--- src/rtl/upTimerPkg.sv ---
package upTimerPkg;
  localparam int ADDR_W = 3;

  localparam logic [ADDR_W-1:0] ADDR_CTRL   = 3'd0;
  localparam logic [ADDR_W-1:0] ADDR_PSC    = 3'd1;
  localparam logic [ADDR_W-1:0] ADDR_RELOAD = 3'd2;
  localparam logic [ADDR_W-1:0] ADDR_EVENT  = 3'd3;
  localparam logic [ADDR_W-1:0] ADDR_STATUS = 3'd4;
  localparam logic [ADDR_W-1:0] ADDR_COUNT  = 3'd5;

  // strobes from control to datapath
  typedef struct packed {
    logic run;        // counting permitted this cycle
    logic clearCnt;   // forced update request: zero counter and divider
    logic loadShadow; // update event: copy holding values to working regs
  } ctrlStrobes_t;
endpackage

--- src/rtl/upTimerDatapath.sv ---
module upTimerDatapath
  import upTimerPkg::*;
#(
  parameter int CNT_W = 16,
  parameter int PSC_W = 16
) (
  input  logic             clk,
  input  logic             rstN,
  input  ctrlStrobes_t     strobes,
  input  logic [PSC_W-1:0] pscHold,
  input  logic [CNT_W-1:0] reloadHold,
  output logic [CNT_W-1:0] count,
  output logic [CNT_W-1:0] activeReload,
  output logic             wrapNext
);
  localparam logic [CNT_W-1:0] CNT_ONE = CNT_W'(1);
  localparam logic [PSC_W-1:0] PSC_ONE = PSC_W'(1);

  logic [PSC_W-1:0] activePsc;
  logic [PSC_W-1:0] divCnt;
  logic             stepDue;

  assign stepDue  = strobes.run && (divCnt == activePsc);
  assign wrapNext = stepDue && (count == activeReload);

  always_ff @(posedge clk) begin
    if (!rstN) begin
      divCnt <= '0;
      count  <= '0;
    end else if (strobes.clearCnt) begin
      divCnt <= '0;
      count  <= '0;
    end else if (strobes.run) begin
      if (stepDue) begin
        divCnt <= '0;
        count  <= (count == activeReload) ? '0 : count + CNT_ONE;
      end else begin
        divCnt <= divCnt + PSC_ONE;
      end
    end
  end

  always_ff @(posedge clk) begin
    if (!rstN) begin
      activePsc    <= '0;
      activeReload <= '0;
    end else if (strobes.loadShadow) begin
      activePsc    <= pscHold;
      activeReload <= reloadHold;
    end
  end
endmodule

--- src/rtl/upTimerControl.sv ---
module upTimerControl
  import upTimerPkg::*;
#(
  parameter int CNT_W  = 16,
  parameter int PSC_W  = 16,
  parameter int DATA_W = 16
) (
  input  logic              clk,
  input  logic              rstN,
  input  logic              cntEnable,
  input  logic              wrEn,
  input  logic [ADDR_W-1:0] wrAddr,
  input  logic [DATA_W-1:0] wrData,
  input  logic [ADDR_W-1:0] rdAddr,
  output logic [DATA_W-1:0] rdData,
  input  logic [CNT_W-1:0]  count,
  input  logic              wrapNext,
  output ctrlStrobes_t      strobes,
  output logic [PSC_W-1:0]  pscHold,
  output logic [CNT_W-1:0]  reloadHold,
  output logic              updDisable,
  output logic              updateEvent,
  output logic              updateFlag
);
  logic dirDown;
  logic forceReq;
  logic flagClear;

  assign forceReq  = wrEn && (wrAddr == ADDR_EVENT) && wrData[0];
  assign flagClear = wrEn && (wrAddr == ADDR_STATUS) && !wrData[0];

  always_comb begin
    strobes.run        = cntEnable && !dirDown;
    strobes.clearCnt   = forceReq;
    strobes.loadShadow = (wrapNext || forceReq) && !updDisable;
  end

  always_ff @(posedge clk) begin
    if (!rstN) begin
      updDisable <= 1'b0;
      dirDown    <= 1'b0;
      pscHold    <= '0;
      reloadHold <= '0;
    end else if (wrEn) begin
      case (wrAddr)
        ADDR_CTRL: begin
          updDisable <= wrData[0];
          dirDown    <= wrData[1];
        end
        ADDR_PSC:    pscHold    <= wrData[PSC_W-1:0];
        ADDR_RELOAD: reloadHold <= wrData[CNT_W-1:0];
        default: ;
      endcase
    end
  end

  always_ff @(posedge clk) begin
    if (!rstN) begin
      updateEvent <= 1'b0;
      updateFlag  <= 1'b0;
    end else begin
      updateEvent <= strobes.loadShadow;
      if (strobes.loadShadow)  updateFlag <= 1'b1;
      else if (flagClear)      updateFlag <= 1'b0;
    end
  end

  always_comb begin
    rdData = '0;
    case (rdAddr)
      ADDR_CTRL:   rdData = DATA_W'({dirDown, updDisable});
      ADDR_PSC:    rdData = DATA_W'(pscHold);
      ADDR_RELOAD: rdData = DATA_W'(reloadHold);
      ADDR_STATUS: rdData = DATA_W'(updateFlag);
      ADDR_COUNT:  rdData = DATA_W'(count);
      default:     rdData = '0;
    endcase
  end
endmodule

--- src/rtl/upTimer.sv ---
module upTimer
  import upTimerPkg::*;
#(
  parameter int CNT_W  = 16,
  parameter int PSC_W  = 16,
  parameter int DATA_W = 16
) (
  input  logic              clk,
  input  logic              rstN,
  input  logic              cntEnable,
  input  logic              wrEn,
  input  logic [2:0]        wrAddr,
  input  logic [DATA_W-1:0] wrData,
  input  logic [2:0]        rdAddr,
  output logic [DATA_W-1:0] rdData,
  output logic [CNT_W-1:0]  count,
  output logic              updateEvent,
  output logic              updateFlag
);
  ctrlStrobes_t     strobes;
  logic [PSC_W-1:0] pscHold;
  logic [CNT_W-1:0] reloadHold;
  logic [CNT_W-1:0] activeReload;
  logic             wrapNext;
  logic             updDisable;

  upTimerControl #(.CNT_W(CNT_W), .PSC_W(PSC_W), .DATA_W(DATA_W)) u_ctrl (
    .clk(clk), .rstN(rstN), .cntEnable(cntEnable),
    .wrEn(wrEn), .wrAddr(wrAddr), .wrData(wrData),
    .rdAddr(rdAddr), .rdData(rdData),
    .count(count), .wrapNext(wrapNext), .strobes(strobes),
    .pscHold(pscHold), .reloadHold(reloadHold), .updDisable(updDisable),
    .updateEvent(updateEvent), .updateFlag(updateFlag)
  );

  upTimerDatapath #(.CNT_W(CNT_W), .PSC_W(PSC_W)) u_data (
    .clk(clk), .rstN(rstN), .strobes(strobes),
    .pscHold(pscHold), .reloadHold(reloadHold),
    .count(count), .activeReload(activeReload), .wrapNext(wrapNext)
  );
endmodule

--- config.mk ---
export PLATFORM = sky130hd
export DESIGN_NAME = upTimer
export DESIGN_NICKNAME = d
export VERILOG_FILES = /design/src/rtl/upTimerPkg.sv /design/src/rtl/upTimerDatapath.sv /design/src/rtl/upTimerControl.sv /design/src/rtl/upTimer.sv
export SDC_FILE = /design/constraint.sdc
export NUM_CORES = 1
export LEC_CHECK = 0
export BUFFER_PORTS_ARGS = -buffer_cell sky130_fd_sc_hd__buf_2
export CORE_MARGIN = 3
export CORE_UTILIZATION = 46
export DETAILED_ROUTE_END_ITERATION = 6
export GPL_TIMING_DRIVEN = 0
export HOLD_SLACK_MARGIN = 0.08
export PLACE_DENSITY_LB_ADDON = 0.08
export REMOVE_ABC_BUFFERS = 1
export SLEW_MARGIN = 20
export SYNTH_ARGS = -nofsm -noshare
export SYNTH_HDL_FRONTEND = slang
export SYNTH_SLANG_ARGS = --single-unit
export TNS_END_PERCENT = 100
--- constraint.sdc ---
create_clock -name clk -period 2.5 [get_ports clk]
set_input_delay 0.25 -clock clk [delete_from_list [all_inputs] [get_ports clk]]
set_output_delay 0.25 -clock clk [all_outputs]
set_load 0.05 [all_outputs]
==> run_results.csv, run 1 <==
group,metric,value,unit
outcome,status,"complete, no violations",
job,max-cap-violations,0,
setup_path,crit_fanout,13,
placement,port_buffers,59,
layout,drive_gt1_frac,0.167,
sta,setup_tns,0,ns
floorplan,die_w,108,µm
yosys,yosys_warnings,0,
global_routing,grt_max_degree,62,
setup_path,crit_type,"reg -> reg",
sta,fin_crit_sh,0.947,
clock_network,clkSlewWorstSetupHoldPaths,0.10,ns
placement,placed_area,5190,µm²
placement,post-place-ws,-0.403,ns
power_and_ir_drop,ir_drop,0.357,mV
global_routing,grt_use_total,0.214,
sta,maxSlewViolCount,0,
sta,skew,0.0158,ns
global_routing,grt_pass1_vias,3632,
setup_path,crit_path_cell_trace,"xor2_1, nor4_1, nand3_2, or4_4, or4_1, a21oi_1",
yosys,synthTopCellsByCount,"nand2_1, dfxtp_1, mux2i_1",
worst_hold_path,min_path_cells,3,
yosys,syn-mean-instance-area,8.36,µm²
worst_hold_path,hold_end,"u_ctrl.reloadHold[3]",
placement,place_hpwl,8.41,mm
floorplan,dieArea,11700,µm²
sta,rsz0062_at_grt,"yes",
yosys,synth-main-ff-cell,"dfxtp_1",
route,vias_per_cell,5.27,
clock_network,cts-root-buf,"clkbuf_8",
floorplan,io_pins,60,
route,ant_nets,0,
layout,nets,646,
setup_path,start_kind,"flop",
setup_path,ff2ff_setup_slack,0.13,ns
clock_network,hold_buffers,0,
setup_path,r2r-end,"u_data.count[15]",
sta,fin_ws,0.131,ns
yosys,async_flop_share,0,
worst_hold_path,hp-start,"wrData[3]",
route,avgRoutedWirePerCell,15.8,µm
layout,antennaDiodeCount,0,
power_and_ir_drop,p_clk_frac,0.297,
sta,hold_slack,0.130,ns
yosys,synth_edf_count,0,
setup_path,critical_path.endpoint_type,"flop",
power_and_ir_drop,swShare,0.293,
floorplan,start_util,0.481,
setup_path,critPathBufInv,0,
global_routing,grt_pass1_wl,19.2,mm
route,drtIter0Drc,175,
setup_path,cp_data_required_time,2.80,ns
sta,fin_crit,2.37,ns
power_and_ir_drop,intPower,0.00221,W
global_routing,gr-total-overflow,0,
layout,fillers,970,
layout,syn_to_final_growth,13.5,%
sta,max_freq,422,MHz
yosys,yosys.area.top_type,"dfxtp_1",
sta,relSlewSlack,0.365,
setup_path,crit-reg2reg-launch,"u_data.divCnt[13]",
power_and_ir_drop,p_switching,0.000915,W
floorplan,fp.dieH,108,µm
worst_hold_path,hp-class,"in -> reg",
yosys,synth.distinct_cells,44,
floorplan,rows,36,
clock_network,cts_tree,"yes",
yosys,synth.cell_area,4790,µm²
route,dr.pass1.iters,4,
power_and_ir_drop,power.leakage,2.16,nW
power_and_ir_drop,power.share.combinational,0.173,
yosys,yosysTopAreaCellShare,0.418,
sta,hold_viol_final,0,
setup_path,cpPeakStageDelay,0.63,ns
route,drc_errors,0,
setup_path,cp_top_family,"simple AND/OR/NAND/NOR gates",
clock_network,clockBufferDepth,2,
sta,setup_viol,0,
route,finalWirelength,12.0,mm
sta,max_slew.worst_pin.slew,0.952,ns
power_and_ir_drop,power,0.00312,W
global_routing,antenna_found_initial,0,
route,vias,3974,
yosys,ys_ff_latch,100,
clock_network,clkLatencyLatePin,0.37,ns
clock_network,numCtsBuffers,9,
power_and_ir_drop,pwr-share-seq,0.530,
clock_network,htree_num_levels,3,
layout,stdcell_area,5440,µm²
yosys,synth_most_common_cell,"nand2_1",
setup_path,r2r_cells,6,
floorplan,core_area,9950,µm²
placement,gp_congestion,0.851,
yosys,ys_seq_area_frac,0.418,
power_and_ir_drop,power_density,575,nW/µm²
clock_network,cts_sinks,100,
yosys,yosys-top-cells-area,"dfxtp_1, nand2_1, mux2i_1",
yosys,netlist_instances,573,
setup_path,crit_path_top_delay_cell,"or4_4",
setup_path,arrival,2.67,ns
final cells by class:
cell class / count / area (µm²) / area share
multi-input combinational: 437 / 2660 / 0.490
sequential: 100 / 2010 / 0.371
timing repair buffer: 66 / 415 / 0.0764
tap: 133 / 166 / 0.0306
clock buffer: 9 / 124 / 0.0228
clock inverter: 5 / 37.5 / 0.00690
inverter: 4 / 15.0 / 0.00276
stage by stage:
step / utilization / instances
floorplan: - / 541
global placement: 0.513 / 733
detailed placement: 0.521 / 736
finish: 0.546 / 754
global route: 0.546 / 754
CTS: 0.543 / 753
layout by cell type, fill, tap and decap left out, types with 3 or more instances in the layout:
cell type / count
mux2i_1: 50
inv_1: 4
dfxtp_2: 10
clkbuf_8: 9
or2_2: 3
nor4_2: 3
nor2_1: 24
buf_4: 4
nor4_1: 4
xnor2_1: 9
buf_2: 58
o21ai_1: 5
o31ai_1: 5
and3_1: 3
o21ai_0: 18
nand4_1: 9
nor2b_1: 3
and2_1: 3
dfxtp_1: 90
or3_1: 8
nor3_1: 7
nand2_1: 159
a21oi_1: 11
a21boi_0: 33
or4_1: 4
nand3_1: 12
xor2_1: 41
sequential cells by signal, summed over array words and instances, names as in the netlist:
register and flops:
u_ctrl.dirDown 1, u_ctrl.pscHold 16, u_ctrl.reloadHold 16, u_ctrl.updDisable 1, u_ctrl.updateEvent 1, u_ctrl.updateFlag 1, u_data.activePsc 16, u_data.activeReload 16
u_data.count 16, u_data.divCnt 16
timing repair:
action	CTS	global route
buffers inserted	3	1
setup endpoints to repair	49	53
pin swaps	1	3
gates resized for setup	8	9
worst max-delay path by stage:
| stage | to | depth (start not counted) | slack [ns] | from |
|---|---|---|---|---|
| after global placement | u_data.activePsc[4] | 6 | -0.88 | u_data.count[4] |
| after global routing | u_data.activeReload[9] | 8 | -0.002 | u_data.count[6] |
| after detailed placement | u_data.activeReload[9] | 7 | -0.40 | u_data.count[4] |
| after CTS | u_data.activeReload[9] | 8 | 0.005 | u_data.count[5] |
| final | u_data.count[15] | 6 | 0.13 | u_data.divCnt[13] |
| after floorplan | u_data.activePsc[0] | 6 | -0.37 | u_data.count[11] |
kinds of logic (layout without fill, tap and decap cells):
logic type / after synthesis / count (layout) / share of synthesized area
xor gates and xnor gates: 50 / 50 / 0.0915
buffers and inverters: 36 / 84 / 0.0327
adders and majority gates: 2 / 2 / 0.00523
muxes: 51 / 51 / 0.107
AOI/OAI and AO/OA: 80 / 80 / 0.110
and+or+nand+nor: 254 / 254 / 0.236
DFF: 100 / 100 / 0.418
worst register-to-register path: cells and delay by family, from the launching register on:
| kind | cells | cell delay, ns |
|---|---|---|
| flip-flops | 1 | 0.36 |
| AO/OA/AOI/OAI | 1 | 0.14 |
| XOR/XNOR | 1 | 0.17 |
| AND/OR/NAND/NOR | 4 | 1.64 |
power groups by stage:
stage,clock (W),combinational [W],sequential [W]
finish,0.000929,0.000541,0.00166
global route,0.00102,0.000579,0.00166
CTS,0.000947,0.000530,0.00166
detailed placement,0,0.000493,0.00169
global placement,0,0.000439,0.00169
floorplan,0,0.000261,0.00172
metal layers:
layer	vias to the layer above	GRT usage	wire [µm]	share of wire
met4	0	0.0640	195	0.016
met1	1843	0.308	5590	0.47
met3	15	0.0334	767	0.064
li1	2022	-	-	-
met5	-	0	0	0
met2	94	0.329	5400	0.45
No activity file was read; power rests on OpenSTA's default activity.
==> inputs of run 2 (changes only) <==
Settings changed: MAX_ROUTING_LAYER set to met4, SYNTH_HIERARCHICAL set to 1.
==> run 2 against run 1 <==
- the flow now finishes with violations (negative setup slack)
- first-iteration DRC count up 76%
- area after synthesis rose by 4.8%
- sequential cell count is the same
- largest cell class unchanged
==> run_results.csv, run 2 <==
group,metric,value,unit
outcome,status,"finished, violations left",
outcome,violations,"negative setup slack",
sta,rsz0062_at_grt,"yes",
floorplan,die_w,110,µm
yosys,ys_ff_latch,100,
sta,relSlewSlack,0.299,
global_routing,gr-total-overflow,0,
floorplan,dieArea,12200,µm²
layout,syn_to_final_growth,19.6,%
worst_hold_path,hp-class,"in -> reg",
placement,port_buffers,59,
global_routing,grt_use_total,0.223,
sta,fin_crit_sh,1.01,
route,vias_per_cell,5.57,
power_and_ir_drop,pwr-share-seq,0.458,
yosys,yosys.area_share.simple,0.253,
power_and_ir_drop,power_density,598,nW/µm²
sta,setup_tns,-0.288,ns
clock_network,htree_num_levels,3,
setup_path,crit_type,"reg -> reg",
layout,fillers,961,
yosys,yosys-top-cells-area,"dfxtp_1, mux2i_1, nand2_1",
route,vias,4297,
layout,final_core_util,0.573,
sta,fin_crit,2.53,ns
placement,gp_congestion,0.885,
floorplan,fp.dieH,110,µm
layout,antennaDiodeCount,0,
floorplan,rows,37,
clock_network,clkLatencyLatePin,0.36,ns
global_routing,grt_max_degree,71,
clock_network,numCtsBuffers,9,
yosys,synth_edf_count,0,
route,finalWirelength,13.7,mm
placement,place_hpwl,8.97,mm
yosys,synthTopCellsByCount,"nand2_1, dfxtp_1, mux2i_1",
yosys,netlist_instances,572,
yosys,synth.cell_area,5020,µm²
placement,dp.cells,735,
yosys,synth_top_family_by_area,"simple AND/OR/NAND/NOR gates",
setup_path,arrival,2.79,ns
yosys,yosys.area.top_type,"dfxtp_1",
sta,hold_viol_final,0,
yosys,synth-main-ff-cell,"dfxtp_1",
power_and_ir_drop,p_switching,0.000957,W
sta,skew,0.0159,ns
setup_path,critical_path.endpoint_type,"flop",
route,drtIter0Drc,308,
clock_network,cts_sinks,100,
power_and_ir_drop,power.share.combinational,0.191,
global_routing,grt_pass1_vias,4003,
setup_path,crit_fanout,8,
setup_path,cp_data_required_time,2.76,ns
floorplan,core_area,10500,µm²
sta,max_slew.worst_pin.slew,1.05,ns
layout,final_common_cell,"nand2_1",
global_routing,antenna_found_initial,0,
yosys,ys_seq_area_frac,0.399,
power_and_ir_drop,intPower,0.00263,W
layout,finalNonFillerCells,771,
power_and_ir_drop,p_clk_frac,0.351,
yosys,synthXorXnorAreaFrac,0.0821,
yosys,synth_adder_area_share,0.00499,
yosys,syn-mean-instance-area,8.77,µm²
clock_network,clkSlewWorstSetupHoldPaths,0.10,ns
power_and_ir_drop,ir_drop,0.351,mV
setup_path,start_kind,"flop",
layout,nets,659,
clock_network,cts-root-buf,"clkbuf_8",
yosys,synth.distinct_cells,48,
floorplan,start_util,0.479,
clock_network,cts_tree,"yes",
floorplan,io_pins,60,
yosys,synth_most_common_cell,"nand2_1",
yosys,synth_compound_area_frac,0.122,
yosys,yosys_warnings,6,
layout,layout_common_cells,"nand2_1, dfxtp_1, buf_2",
route,ant_nets,0,
route,avgRoutedWirePerCell,17.8,µm
route,drc_errors,0,
yosys,synthMuxAreaShare,0.102,
sta,maxSlewViolCount,0,
power_and_ir_drop,power.leakage,2.38,nW
global_routing,grt_pass1_wl,21.5,mm
sta,max_freq,395,MHz
job,max-cap-violations,0,
route,dr.pass1.iters,5,
power_and_ir_drop,swShare,0.267,
clock_network,clockBufferDepth,2,
yosys,yosysTopAreaCellShare,0.399,
sta,fin_ws,-0.0291,ns
yosys,async_flop_share,0,
layout,drive_gt1_frac,0.216,
sta,setup_viol,20,
run 2: changes by cell type after synthesis, sizes merged, moves of 5 or more:
cell    delta
a211oi    +13
a21oi      -7
buf       +13
clkbuf    -10
nand2     -55
nor2b     +34
o22ai     +14
or3        +5
or4        -5
xor2       -7
run 2: final cells by class:
class / count / area [µm²] / area share
clock inverters: 5 / 108 / 0.0179
clock buffers: 10 / 138 / 0.0229
multi-input cells: 436 / 2970 / 0.495
inverters: 2 / 7.51 / 0.00125
repair buffers: 82 / 566 / 0.0943
flip-flops and latches: 100 / 2040 / 0.340
well taps: 136 / 170 / 0.0284
run 2: power by group through the flow:
| stage | Combinational, W | Clock, W | Sequential [W] |
|---|---|---|---|
| floorplan | 0.000327 | 0 | 0.00170 |
| global placement | 0.000501 | 0 | 0.00168 |
| detailed placement | 0.000529 | 0 | 0.00168 |
| CTS | 0.000618 | 0.00128 | 0.00165 |
| global route | 0.000731 | 0.00135 | 0.00165 |
| finish | 0.000685 | 0.00126 | 0.00164 |
run 2: critical path, stage by stage (launching register included):
cell,delay [ns]
dfxtp_4,0.40
xor2_4,0.17
nor4_4,0.35
nand4_1,0.24
nor3_2,0.35
inv_2,0.09
o22ai_4,0.20
clkbuf_16,0.20
clkbuf_16,0.16
mux2i_1,0.18
nor2b_1,0.06
run 2: what timing repair did:
action / CTS / global route
pin swaps: 6 / 10
buffers inserted: 10 / 8
gates cloned: 1 / 2
hold buffers: 0 / 0
gates resized for setup: 21 / 23
setup endpoints to repair: 62 / 34
hold endpoints to repair: 0 / 0
run 2: layer usage:
layer  share of wire  track usage  wire length, µm
met4           0.014       0.0501              186
met1            0.47        0.303             6420
met2            0.47        0.350             6380
met5               0            -                0
met3           0.052       0.0400              706
run 2: path summary, 6_finish.rpt:
check / from / endpoint / slack (ns) / cells after the start
hold / removal: wrData[4] / u_ctrl/reloadHold[4] / 0.12 / 3
setup reg to reg: u_data/count[13] / u_data/activeReload[0] / -0.03 / 10
setup / recovery: u_data/count[13] / u_data/activeReload[0] / -0.03 / 10
hold reg to reg: u_ctrl/reloadHold[11] / u_ctrl/reloadHold[11] / 0.48 / 2
run 2: per-stage QoR:
| stage | total power [W] | instance area (µm²) | setup slack, ns | hold slack (ns) |
|---|---|---|---|---|
| 2_1_floorplan | 0.00202 | 4840 | -2.24 | 0.367 |
| 3_3_place_gp | 0.00218 | 5310 | -3.89 | 0.460 |
| 3_5_place_dp | 0.00221 | 5380 | -1.22 | 0.462 |
| 4_1_cts | 0.00354 | 5800 | 0.000424 | 0.115 |
| 5_1_grt | 0.00372 | 6000 | -0.128 | 0.109 |
| 6_report | 0.00359 | 6000 | -0.0291 | 0.119 |
run 2: cell families after synthesis:
family | Yosys count
AND/OR/NAND/NOR | 243
flip-flops | 100
AO/OA/AOI/OAI | 92
multiplexers | 51
XOR/XNOR | 47
buffers and inverters | 37
adder cells (fa/ha/maj) | 2
==> inputs of run 3 (changes only) <==
==> constraint.sdc (replaced) <==
create_clock -name clk -period 2.5 [get_ports clk]
set_input_delay 0.5 -clock clk [delete_from_list [all_inputs] [get_ports clk]]
set_output_delay 0.5 -clock clk [all_outputs]
set_load 0.05 [all_outputs]
==> run 3 against run 2 <==
- the run still ends with negative setup slack left
- sequential share of layout area is 0.25 points lower
- worst setup slack better by 0.025 ns
- cell area is 0.86% higher
- core utilization is 0.49 points higher
- via count is 1.3% higher
- die area stayed put
- maximum frequency is 1.0% higher
- critical path depth stayed put
- non-clock buffer count is 4 higher
- register-to-register slack better by 0.02 ns
- first-iteration DRC count is 2.6% higher
- critical path type unchanged
- largest power group unchanged
==> run_results.csv, run 3 (synthesis results as in run 2) <==
group,metric,value,unit
layout,layout_common_cells,"nand2_1, dfxtp_1, buf_2",
layout,final-seq-area,2040,µm²
sta,relSlewSlack,0.338,
route,drc_errors,0,
route,avgRoutedWirePerCell,17.9,µm
setup_path,crit_path_top_delay_cell,"dfxtp_4",
floorplan,die_w,110,µm
layout,multi_input_area,2970,µm²
power_and_ir_drop,ir_drop,0.353,mV
setup_path,crit-reg2reg-launch,"u_data/count[6]",
global_routing,grt_pass1_vias,4042,
setup_path,critPathBufInv,3,
clock_network,clkLatencyLatePin,0.37,ns
sta,skew,0.0162,ns
floorplan,rows,37,
floorplan,start_util,0.479,
sta,fin_crit,2.50,ns
layout,stdcell_area,6050,µm²
global_routing,grt_use_total,0.225,
outcome,violations,"negative setup slack",
floorplan,core_area,10500,µm²
layout,drive_gt1_frac,0.224,
floorplan,io_pins,60,
clock_network,cts-root-buf,"clkbuf_8",
layout,nets,663,
placement,port_buffers,59,
sta,hold_viol_final,0,
outcome,status,"finished, violations left",
layout,syn_to_final_growth,20.6,%
placement,placed_area,5380,µm²
route,vias,4355,
global_routing,gr-total-overflow,0,
power_and_ir_drop,power_density,594,nW/µm²
clock_network,htree_num_levels,3,
worst_hold_path,hp-class,"in -> reg",
setup_path,cp_top_family,"simple AND/OR/NAND/NOR gates",
clock_network,numCtsBuffers,9,
layout,final_common_cell,"nand2_1",
worst_hold_path,hp-start,"wrData[4]",
global_routing,antenna_found_initial,0,
setup_path,critical_path.endpoint_type,"flop",
clock_network,cts_sinks,100,
global_routing,grt_max_degree,71,
placement,gp_congestion,0.885,
setup_path,crit_path_start,"u_data/count[6]",
clock_network,cts_tree,"yes",
setup_path,crit_type,"reg -> reg",
sta,rsz0062_at_grt,"yes",
clock_network,clkSlewWorstSetupHoldPaths,0.10,ns
placement,post-place-ws,-1.22,ns
setup_path,crit_path_cell_trace,"xor2_2, nor4_4, nand4_1, nor3_2, inv_2, o22ai_4, clkbuf_16, clkbuf_16, mux2i_1, nor2b_1",
sta,setup_viol,1,
job,max-cap-violations,0,
floorplan,fp.dieH,110,µm
route,vias_per_cell,5.62,
sta,fin_ws,-0.00418,ns
route,dr.pass1.iters,5,
power_and_ir_drop,power.leakage,2.40,nW
sta,max_slew.worst_pin.slew,0.993,ns
placement,place_hpwl,8.97,mm
setup_path,arrival,2.76,ns
route,drtIter0Drc,316,
setup_path,cpPeakStageDelay,0.38,ns
setup_path,crit_fanout,8,
setup_path,crit_top_cell,"clkbuf_16",
setup_path,start_kind,"flop",
floorplan,dieArea,12200,µm²
global_routing,grt_pass1_wl,21.7,mm
setup_path,cp_data_required_time,2.76,ns
layout,antennaDiodeCount,0,
route,ant_nets,0,
clock_network,clockBufferDepth,2,
sta,max_freq,399,MHz
sta,fin_crit_sh,1.00,
layout,fillers,960,
sta,maxSlewViolCount,0,
route,finalWirelength,13.8,mm
==> run 3: per-stage QoR <==
stage / hold WS (ns) / utilization / cells / setup TNS, ns / total power, W
after floorplan: 0.447 / - / 537 / -75.81 / 0.00202
after global placement: 0.460 / 0.507 / 732 / -156.44 / 0.00218
after detailed placement: 0.462 / 0.514 / 735 / -55.00 / 0.00221
after CTS: 0.365 / 0.559 / 765 / 0 / 0.00355
after global routing: 0.359 / 0.578 / 775 / -0.963 / 0.00373
final: 0.366 / 0.578 / 775 / -0.00418 / 0.00359
==> run 3: repair_timing <==
item                       CTS  global route
pin swaps                    8            10
cloned                       1             2
setup endpoints to repair   77            47
setup buffers               14             8
hold buffers                 0             0
gates resized for setup     24            25
==> run 3: cell type report <==
type,instances,area share
Multi-Input combinational cell,436,0.490
Sequential cell,100,0.338
Timing Repair Buffer,86,0.102
Tap cell,136,0.0281
Clock buffer,10,0.0227
Clock inverter,5,0.0178
Inverter,2,0.00124
==> run 3: path summary, 6_finish.rpt <==
path | slack, ns | end | cells after the start
max | -0.004 | u_data/activeReload[0] | 10
max reg2reg | -0.004 | u_data/activeReload[0] | 10
min reg2reg | 0.48 | u_ctrl/reloadHold[11] | 2
min | 0.37 | u_ctrl/reloadHold[4] | 3
==> run 3: routing by layer <==
layer / GRT usage / share of wire
met1: 0.307 / 0.46
met2: 0.352 / 0.47
met4: 0.0501 / 0.015
met5: - / 0
met3: 0.0400 / 0.052
==> run 3: worst register-to-register path, stage by stage, from the launching register on <==
cell and delay [ns]:
dfxtp_4 0.38, xor2_2 0.16, nor4_4 0.36, nand4_1 0.26
nor3_2 0.36, inv_2 0.09, o22ai_4 0.18, clkbuf_16 0.20
clkbuf_16 0.17, mux2i_1 0.18, nor2b_1 0.06
==> run 3: power breakdown <==
| part | internal [W] | total, W | switching, W |
|---|---|---|---|
| registers | 0.00161 | 0.00164 | 0.0000285 |
| clock network | 0.000693 | 0.00126 | 0.000565 |
| logic | 0.000331 | 0.000697 | 0.000366 |
| total | 0.00264 | 0.00359 | 0.000959 |
